--- src/rtl/pg_pkg.sv ---
package pg_pkg;
  typedef enum logic [1:0] {
    PG_ON     = 2'b00,
    PG_GATED  = 2'b01,
    PG_WAKING = 2'b10
  } pg_state_e;
endpackage

--- src/rtl/pg_settle_reg.sv ---
module pg_settle_reg #(
  parameter int SETTLE_W   = 4,
  parameter int SETTLE_MIN = 1,
  parameter int SETTLE_MAX = 10,
  parameter int SETTLE_RST = 4
) (
  input  logic                clk_i,
  input  logic                rst_ni,
  input  logic                we_i,
  input  logic [SETTLE_W-1:0] val_i,
  output logic [SETTLE_W-1:0] settle_o
);
  localparam logic [SETTLE_W-1:0] LO  = SETTLE_W'(SETTLE_MIN);
  localparam logic [SETTLE_W-1:0] HI  = SETTLE_W'(SETTLE_MAX);
  localparam logic [SETTLE_W-1:0] RST = SETTLE_W'(SETTLE_RST);

  logic [SETTLE_W-1:0] settle_q, clamped;

  always_comb begin
    if (val_i < LO)      clamped = LO;
    else if (val_i > HI) clamped = HI;
    else                 clamped = val_i;
  end

  always_ff @(posedge clk_i or negedge rst_ni) begin
    if (!rst_ni)   settle_q <= RST;
    else if (we_i) settle_q <= clamped;
  end

  assign settle_o = settle_q;

  AST_SETTLE_RANGE: assert property (@(posedge clk_i) disable iff (!rst_ni)
    (settle_q >= LO) && (settle_q <= HI));
endmodule

--- src/rtl/pg_cmd_decode.sv ---
module pg_cmd_decode #(
  parameter int N_UNITS = 6,
  parameter int UW      = 3
) (
  input  logic               issue_valid_i,
  input  logic [UW-1:0]      issue_unit_i,
  input  logic               sleep_valid_i,
  input  logic [UW-1:0]      sleep_unit_i,
  input  logic [N_UNITS-1:0] ready_i,
  output logic [N_UNITS-1:0] issue_hit_o,
  output logic [N_UNITS-1:0] sleep_hit_o,
  output logic               stall_o
);
  // indices beyond N_UNITS-1 match no unit
  for (genvar i = 0; i < N_UNITS; i++) begin : g_dec
    assign issue_hit_o[i] = issue_valid_i && (issue_unit_i == UW'(i));
    assign sleep_hit_o[i] = sleep_valid_i && (sleep_unit_i == UW'(i));
  end

  assign stall_o = |(issue_hit_o & ~ready_i);
endmodule

--- src/rtl/pg_unit_ctrl.sv ---
module pg_unit_ctrl
  import pg_pkg::*;
#(
  parameter int IDLE_MIN   = 100,
  parameter int AUTO_LIMIT = 1000,
  parameter int SETTLE_W   = 4,
  localparam int IW        = $clog2(AUTO_LIMIT + 1)
) (
  input  logic                clk_i,
  input  logic                rst_ni,
  input  logic                issue_hit_i,
  input  logic                sleep_hit_i,
  input  logic [SETTLE_W-1:0] settle_i,
  output pg_state_e           state_o,
  output logic                gate_en_o,
  output logic                ready_o
);
  localparam logic [IW-1:0] IDLE_TH = IW'(IDLE_MIN);
  localparam logic [IW-1:0] AUTO_TH = IW'(AUTO_LIMIT - 1);
  localparam logic [IW-1:0] IDLE_SAT = IW'(AUTO_LIMIT);

  pg_state_e           state_q, state_d;
  logic [IW-1:0]       idle_q, idle_d;
  logic [SETTLE_W-1:0] cnt_q, cnt_d;
  logic                pend_q, pend_d;
  logic                want_sleep;

  assign want_sleep = pend_q | sleep_hit_i;

  always_comb begin
    state_d = state_q;
    idle_d  = idle_q;
    cnt_d   = cnt_q;
    pend_d  = pend_q;
    unique case (state_q)
      PG_ON: begin
        if (issue_hit_i) begin
          idle_d = '0;
          pend_d = 1'b0;
        end else if ((want_sleep && idle_q >= IDLE_TH) || idle_q >= AUTO_TH) begin
          state_d = PG_GATED;
          idle_d  = '0;
          pend_d  = 1'b0;
        end else begin
          if (idle_q != IDLE_SAT) idle_d = idle_q + IW'(1);
          if (sleep_hit_i) pend_d = 1'b1;
        end
      end
      PG_GATED: begin
        if (issue_hit_i) begin
          state_d = PG_WAKING;
          cnt_d   = settle_i;
        end
      end
      PG_WAKING: begin
        if (cnt_q <= SETTLE_W'(1)) begin
          state_d = PG_ON;
          idle_d  = '0;
        end else begin
          cnt_d = cnt_q - SETTLE_W'(1);
        end
      end
      default: state_d = PG_ON;
    endcase
  end

  always_ff @(posedge clk_i or negedge rst_ni) begin
    if (!rst_ni) begin
      state_q <= PG_ON;
      idle_q  <= '0;
      cnt_q   <= '0;
      pend_q  <= 1'b0;
    end else begin
      state_q <= state_d;
      idle_q  <= idle_d;
      cnt_q   <= cnt_d;
      pend_q  <= pend_d;
    end
  end

  assign state_o   = state_q;
  assign gate_en_o = (state_q != PG_GATED);
  assign ready_o   = (state_q == PG_ON);

  AST_GATE_NEEDS_IDLE: assert property (@(posedge clk_i) disable iff (!rst_ni)
    (state_q == PG_ON) |=> (state_q != PG_GATED || $past(idle_q) >= IDLE_TH));
  AST_GATED_NOT_TO_ON: assert property (@(posedge clk_i) disable iff (!rst_ni)
    (state_q == PG_GATED) |=> (state_q != PG_ON));
  AST_WAKE_ON_ISSUE: assert property (@(posedge clk_i) disable iff (!rst_ni)
    (state_q == PG_GATED && issue_hit_i) |=> (state_q == PG_WAKING));
  AST_ISSUE_CLEARS_IDLE: assert property (@(posedge clk_i) disable iff (!rst_ni)
    (state_q == PG_ON && issue_hit_i) |=> (state_q == PG_ON && idle_q == '0));
  AST_WAKE_CNT_LIVE: assert property (@(posedge clk_i) disable iff (!rst_ni)
    (state_q == PG_WAKING) |-> (cnt_q != '0));
  AST_IDLE_BOUND: assert property (@(posedge clk_i) disable iff (!rst_ni)
    idle_q <= IDLE_SAT);
endmodule

--- src/rtl/alu_pg_ctrl.sv ---
module alu_pg_ctrl
  import pg_pkg::*;
#(
  parameter int N_ADD      = 4,
  parameter int N_MUL      = 2,
  parameter int IDLE_MIN   = 100,
  parameter int AUTO_LIMIT = 1000,
  parameter int SETTLE_W   = 4,
  parameter int SETTLE_MIN = 1,
  parameter int SETTLE_MAX = 10,
  parameter int SETTLE_RST = 4,
  localparam int N_UNITS   = N_ADD + N_MUL,
  localparam int UW        = (N_UNITS > 1) ? $clog2(N_UNITS) : 1
) (
  input  logic                 clk_i,
  input  logic                 rst_ni,
  input  logic                 issue_valid_i,
  input  logic [UW-1:0]        issue_unit_i,
  input  logic                 sleep_valid_i,
  input  logic [UW-1:0]        sleep_unit_i,
  input  logic                 settle_we_i,
  input  logic [SETTLE_W-1:0]  settle_val_i,
  output logic [N_UNITS-1:0]   gate_en_o,
  output logic [N_UNITS-1:0]   ready_o,
  output logic [2*N_UNITS-1:0] unit_state_o,
  output logic                 stall_o
);
  logic [SETTLE_W-1:0] settle;
  logic [N_UNITS-1:0]  issue_hit, sleep_hit;

  pg_settle_reg #(
    .SETTLE_W  (SETTLE_W),
    .SETTLE_MIN(SETTLE_MIN),
    .SETTLE_MAX(SETTLE_MAX),
    .SETTLE_RST(SETTLE_RST)
  ) u_settle (
    .clk_i   (clk_i),
    .rst_ni  (rst_ni),
    .we_i    (settle_we_i),
    .val_i   (settle_val_i),
    .settle_o(settle)
  );

  pg_cmd_decode #(
    .N_UNITS(N_UNITS),
    .UW     (UW)
  ) u_dec (
    .issue_valid_i(issue_valid_i),
    .issue_unit_i (issue_unit_i),
    .sleep_valid_i(sleep_valid_i),
    .sleep_unit_i (sleep_unit_i),
    .ready_i      (ready_o),
    .issue_hit_o  (issue_hit),
    .sleep_hit_o  (sleep_hit),
    .stall_o      (stall_o)
  );

  // adders occupy the low indices, multipliers follow
  for (genvar i = 0; i < N_UNITS; i++) begin : g_unit
    pg_state_e st;
    pg_unit_ctrl #(
      .IDLE_MIN  (IDLE_MIN),
      .AUTO_LIMIT(AUTO_LIMIT),
      .SETTLE_W  (SETTLE_W)
    ) u_ctrl (
      .clk_i      (clk_i),
      .rst_ni     (rst_ni),
      .issue_hit_i(issue_hit[i]),
      .sleep_hit_i(sleep_hit[i]),
      .settle_i   (settle),
      .state_o    (st),
      .gate_en_o  (gate_en_o[i]),
      .ready_o    (ready_o[i])
    );
    assign unit_state_o[2*i +: 2] = st;
  end

  AST_STALL_NEEDS_ISSUE: assert property (@(posedge clk_i) disable iff (!rst_ni)
    stall_o |-> issue_valid_i);
  AST_ONE_ISSUE_TARGET: assert property (@(posedge clk_i) disable iff (!rst_ni)
    $onehot0(issue_hit));
  AST_READY_IMPLIES_POWER: assert property (@(posedge clk_i) disable iff (!rst_ni)
    (ready_o & ~gate_en_o) == '0);
endmodule

--- config.mk ---
export PLATFORM = sky130hd
export DESIGN_NAME = alu_pg_ctrl
export DESIGN_NICKNAME = d
export VERILOG_FILES = /design/src/rtl/pg_pkg.sv /design/src/rtl/pg_settle_reg.sv /design/src/rtl/pg_cmd_decode.sv /design/src/rtl/pg_unit_ctrl.sv /design/src/rtl/alu_pg_ctrl.sv
export SDC_FILE = /design/constraint.sdc
export NUM_CORES = 1
export LEC_CHECK = 0
export ABC_AREA = 0
export CORE_MARGIN = 5
export CORE_UTILIZATION = 54
export CTS_CLUSTER_DIAMETER = 30
export CTS_CLUSTER_SIZE = 28
export DETAILED_ROUTE_END_ITERATION = 7
export PLACE_DENSITY = 0.8
export REMOVE_ABC_BUFFERS = 1
export SLEW_MARGIN = 20
export SYNTH_ARGS = -nofsm -noshare
export SYNTH_HDL_FRONTEND = slang
export SYNTH_HIERARCHICAL = 1
export SYNTH_SLANG_ARGS = --single-unit
--- constraint.sdc ---
create_clock -name clk_i -period 3.17 [get_ports clk_i]
set_input_delay 0.634 -clock clk_i [delete_from_list [all_inputs] [get_ports clk_i]]
set_output_delay 0.634 -clock clk_i [all_outputs]
set_load 0.02 [all_outputs]
Word level (Yosys, flattened, before mapping). Cells that the tools add are included.

Bits in registers: 106. Logic and storage cells: 308. Bits of input ports: 15.

Order comparisons: 20. Equality and inequality tests: 70. Multiplexer cells: 98. Add/sub/neg operators: 12. Bitwise logic cells: 8. Reductions and logical operators: 75.

Operator list (number): 10-bit two-way mux (24); 10-bit one-hot mux with 2 select lines (6); 10-bit by 1-bit adder with 10-bit output, second input constant (6); 10-bit >= comparator, second input constant (6); 10-bit by 7-bit >= comparator with 1-bit output, second input constant (6); 10-bit inequality test, second input constant (6); 4-bit two-way mux (14); 2-bit two-way mux (24); 4-bit one-hot mux with 2 select lines (6); 2-bit by 1-bit inequality test with 1-bit output, second input constant (18); 2-bit inequality test, second input constant (18); 2-bit one-hot mux with 3 select lines (6); 3-bit AND reduction (12); 4-bit by 1-bit less-or-equal comparator with 1-bit output, second input constant (6); 4-bit by 3-bit inequality test with 1-bit output, second input constant (6); 4-bit AND reduction (6); 2-bit nonzero test (12); 4-bit by 1-bit subtractor with 4-bit output, second input constant (6); 1-bit logical AND (18); 1-bit two-way mux (18); 3-bit nonzero test (6); 2-bit by 1-bit == test with 1-bit output, second input constant (6); 2-bit == test, second input constant (6); 3-bit by 2-bit == test with 1-bit output, second input constant (4); other kinds (12) (37).

Logic depth before layout (Yosys ltp).
Depth in word-level cells: 8. Depth in mapped cells: 8.

Hierarchy. The synthesis kept the hierarchy.

By module, submodules not included: pg_unit_ctrl at g_unit[0].u_ctrl ... (area each 1039.7 sq um, times used 5, cells an instance 117); pg_unit_ctrl at g_unit[5].u_ctrl (area each 1023.5 sq um, times used 1, cells an instance 106); pg_settle_reg (area each 168.9 sq um, times used 1, cells an instance 16); pg_cmd_decode (area each 155.1 sq um, times used 1, cells an instance 24).

Least setup slack after synthesis. OpenSTA, ideal clock, no wires.

Path type: reg2out. Start: reg g_unit[5].u_ctrl.state_q[0]. End: out stall_o. Arrival: 1.741 ns. Cell stages (with the launch flop): 7. Buffers on the path: 2. Required time: 2.536 ns. Slack: 0.795 ns. Cell sequence: dfrtp_1 > buf_2 > buf_2 > nor2_1 > mux4_2 > nor2_1 > o21a_1.

Longest elaborated chain between the ends: 4.

Ends and longest elaborated chain: start, declared (line pg_unit_ctrl.sv:22) `pg_state_e state_q, state_d;`; start signal, assigned (line pg_unit_ctrl.sv:74) `state_q <= state_d;`; 2-bit logical NOT (line pg_unit_ctrl.sv:83) `assign ready_o = (state_q == PG_ON);`; named net ready_o[5] (line alu_pg_ctrl.sv:24) `output logic [N_UNITS-1:0] ready_o,`; 6-bit NOT (line pg_cmd_decode.sv:20) `assign stall_o = |(issue_hit_o & ~ready_i);`; 6-bit bitwise AND (line pg_cmd_decode.sv:20); 6-bit OR reduction (line pg_cmd_decode.sv:20); end, declared (line alu_pg_ctrl.sv:26) `output logic stall_o`.

The timed path passes the listed nets, and every way through them passes these cells.

Worst setup path after layout.
Start: in issue_unit_i[0]. End: out stall_o.

Longest elaborated chain between the ends: 4.

Ends and longest elaborated chain: start, declared (line alu_pg_ctrl.sv:18) `input logic [UW-1:0] issue_unit_i,`; 3-bit by 1-bit == test with 1-bit output, or another cell as far along (line pg_cmd_decode.sv:16) `assign issue_hit_o[i] = issue_valid_i && (issue_unit_i == UW'(i));`; 1-bit logical AND (line pg_cmd_decode.sv:16); 6-bit bitwise AND * (line pg_cmd_decode.sv:20); 6-bit OR reduction * (line pg_cmd_decode.sv:20).

Mark *: on every way between the ends. The rest lies on a longest branch, timed or not.

==> metrics.md <==
| Metric | Value |
|---|---|
| Status | finished, final reports clean |
| Layout cells sized above 1 | 9.855% |
| Via Count | 5,564 |
| Crit path DAT | 2.32 ns |
| Antenna Cells | 0 |
| Max Clock Skew | 0.005255 ns |
| Dpl cell area | 6980 um^2 |
| WL/cell | 16.31 um |
| Largest net degree at the start of global routing | 52 |
| Cells along the critical path | clkdlybuf4s50_1 > mux4_2 > nor2_1 > o21a_1 > dlygate4sd2_1 |
| Register area share after synthesis | 40.54% |
| Largest area contributor in the netlist | dfrtp_1 |
| CTS Buf Count | 9 |
| Slowest CP cell | clkdlybuf4s50_1 |
| CP Data Required Time | 2.54 ns |
| Synthesis warning total | 6 |
| I/O Buffers | 39 |
| Remaining DRCs | 0 |
| I/O pins | 40 |
| GPL Wtd Cong | 0.8792 |
| Vias in the first global route | 5,401 |
| Worst-Skew Late Latency | 0.35 ns |
| Drt total wl | 14,810 um |
| Crit-path max FO | 3 |
| Yosys cell types | 56 |
| CP Class | primary input to primary output |
| Synthesized cell area | 6546 um^2 |
| Lkg Pwr | 0.003111 uW |
| CP max stage delay | 0.55 ns |
| Worst Setup End Kind | primary output |
| Final core utilization | 60.77% |
| Iteration-0 DRC Markers | 429 |
| Flops & latches, synth | 106 |
| Peak supply drop | 0.4880 mV |
| Primary FF master, synth | dfrtp_1 |
| Slew Viols, Final | 0 |
| HPWL after detailed placement | 10,670 um |
| Layout Nets | 795 |
| TritonRoute pass-1 iters | 5 |
| Clock Sink Count | 106 |
| Least-Margin Pin Slew | 0.6783 ns |
| Vias per cell | 6.128 |
| Number of synthesized flops with an enable pin | 0 |
| Synth Instances | 731 |
| Top post-synthesis cells by count | dfrtp_1 (105), nand2_1 (73), nor2_1 (64) |
| Final Cycle Share | 93.19% |
| Top delay family on crit path | buffers and inverters |
| Final Hold Vio Count | 0 |
| Unrepaired setup endpoints after global routing | no |
| Total grt overflow | 0 |
| Die Wd | 120.1 um |
| Synth top area share | 40.14% |
| Fill cell count | 1,022 |
| Most common cell in the netlist | dfrtp_1 |
| GRT Total Usage | 21.25% |
| Startpoint types | primary input |
| HP Class | primary input to async pin |
| Row cnt | 40 |
| Die height | 120.1 um |
| H-tree depth | 3 |
| Fin crit period | 2.954 ns |
| Syn avg cell area | 8.955 um^2 |
| Bufs on Longest Clock Path | 2 |
| Setup-failing EPs final | 0 |
| Die ar. | 14,430 um^2 |
| Stages on the worst setup path | 5 |
| Core Footprint | 11,960 um^2 |
| First-pass GRT wire length | 25,310 um |
| Power per cell area | 934.6 nW/um^2 |
| Slew HR | 54.37% |
| R2R depth | 6 |
| CP Buf/Inv Count | 2 |
| Final Cell Area | 7269 um^2 |
| Antenna viol nets, final | 0 |
| Ranking of synthesized cells by area | dfrtp_1 (40%), ha_1 (4.6%), nand2_1 (4.2%), nand3_1 (4.1%), o311ai_2 (3.7%) |
| Total of max-cap violations | 0 |
| Clock slew at reported path FFs | 0.07 ns |
| Ys async rst share | 100.0% |
| CTS Root Cell | clkbuf_16 |
| Antenna violations before repair | 0 |
| P&R area growth vs syn | 11.05% |
| Max Freq | 0.3385 GHz |
| CTS tree | yes |
| Initial Util | 54.73% |
repair_timing:
item                       in CTS  in global routing
hold endpoints to repair        0                  0
setup endpoints to repair       1                  0
gates resized for setup         1                  0
hold buffers                    0                  0
buffers inserted                0                  0
through the flow:
stage / instances / hold WS [ns] / TNS, ns / power [uW] / setup WS (ns)
detailed placement: 892 / 0.5082 / -0.04848 / 5667 / -0.04848
CTS: 908 / 0.3324 / 0 / 6810 / 0.2173
finish: 908 / 0.3069 / 0 / 6794 / 0.2160
global route: 908 / 0.3574 / 0 / 7345 / 0.1560
floorplan: 696 / 0.3384 / 0 / 4730 / 0.8261
global placement: 892 / 0.4961 / -0.02656 / 5461 / -0.02656
report_power, final:
| part | switching (uW) | internal, uW | total, uW |
|---|---|---|---|
| clock | 487 | 633 | 1120 |
| sequential | 764 | 1880 | 2650 |
| combinational | 1650 | 1380 | 3030 |
| total | 2900 | 3890 | 6790 |
cell families (layout without fill, tap and decap cells):
kind of cell               Yosys count  in the layout  share of synthesized area (%)
AOI/OAI and AO/OA                  198            198                          23.13
and+or+nand+nor                    305            305                          23.11
DFF                                106            106                          40.54
buffers and inverters               83            113                          6.002
adders and majority gates           24             24                          4.587
muxes                               15             15                          2.638
worst paths after layout:
check | startpoint | slack [ns] | end
max | issue_unit_i[0] | 0.22 | stall_o
min | rst_ni | 0.31 | g_unit[3].u_ctrl/idle_q[0]
max reg2reg | g_unit[2].u_ctrl/idle_q[0] | 0.98 | g_unit[2].u_ctrl/idle_q[7]
min reg2reg | g_unit[5].u_ctrl/cnt_q[3] | 0.53 | g_unit[5].u_ctrl/cnt_q[3]
max in group asynchronous | rst_ni | 1.97 | g_unit[1].u_ctrl/idle_q[4]
min in group clk_i | g_unit[5].u_ctrl/cnt_q[3] | 0.53 | g_unit[5].u_ctrl/cnt_q[3]
worst reg2reg max path, stage by stage, from the launching register on:
cell and delay [ns]:
dfrtp_1 0.43, ha_1 0.26, a211oi_1 0.21, o21ai_1 0.13, and2_4 0.18, or4_4 0.50
o41ai_2 0.37
final cells by class:
| class | instances | area (um^2) | area share [%] |
|---|---|---|---|
| inverter | 48 | 180.2 | 2.478 |
| tap | 147 | 183.9 | 2.530 |
| clock inverter | 3 | 40.04 | 0.5508 |
| sequential | 106 | 2654 | 36.51 |
| timing repair buffer | 49 | 461.7 | 6.351 |
| clock buffer | 13 | 250.2 | 3.442 |
| multi-input combinational | 542 | 3500 | 48.14 |
flip-flops by register name (all words and copies together) (netlist names):
register	count
g_unit.u_ctrl/idle_q	60
g_unit.u_ctrl/cnt_q	24
g_unit.u_ctrl/state_o	12
u_settle/settle_o	4
g_unit.u_ctrl/pend_q	6
per-layer routing:
| metal | track usage (%) | share of wire [%] | vias to the layer above |
|---|---|---|---|
| li1 | - | - | 2697 |
| met5 | 0 | 0 | - |
| met1 | 26.48 | 43 | 2730 |
| met4 | 6.228 | 1.6 | 0 |
| met2 | 36.74 | 50 | 117 |
| met3 | 4.948 | 5.2 | 20 |
cell usage in the layout, fill, tap and decap left out, types with 11 or more instances in the layout:
cell type	count
a211oi_1	11
a21oi_1	33
a22oi_1	11
and3_1	13
buf_4	11
clkdlybuf4s50_1	37
dfrtp_1	105
ha_1	24
inv_1	42
nand2_1	73
nand2b_1	19
nand3_1	53
nor2_1	64
nor3_1	36
o21ai_1	36
o311ai_2	15
o31ai_1	20
Power figures use the tool's default switching activity.
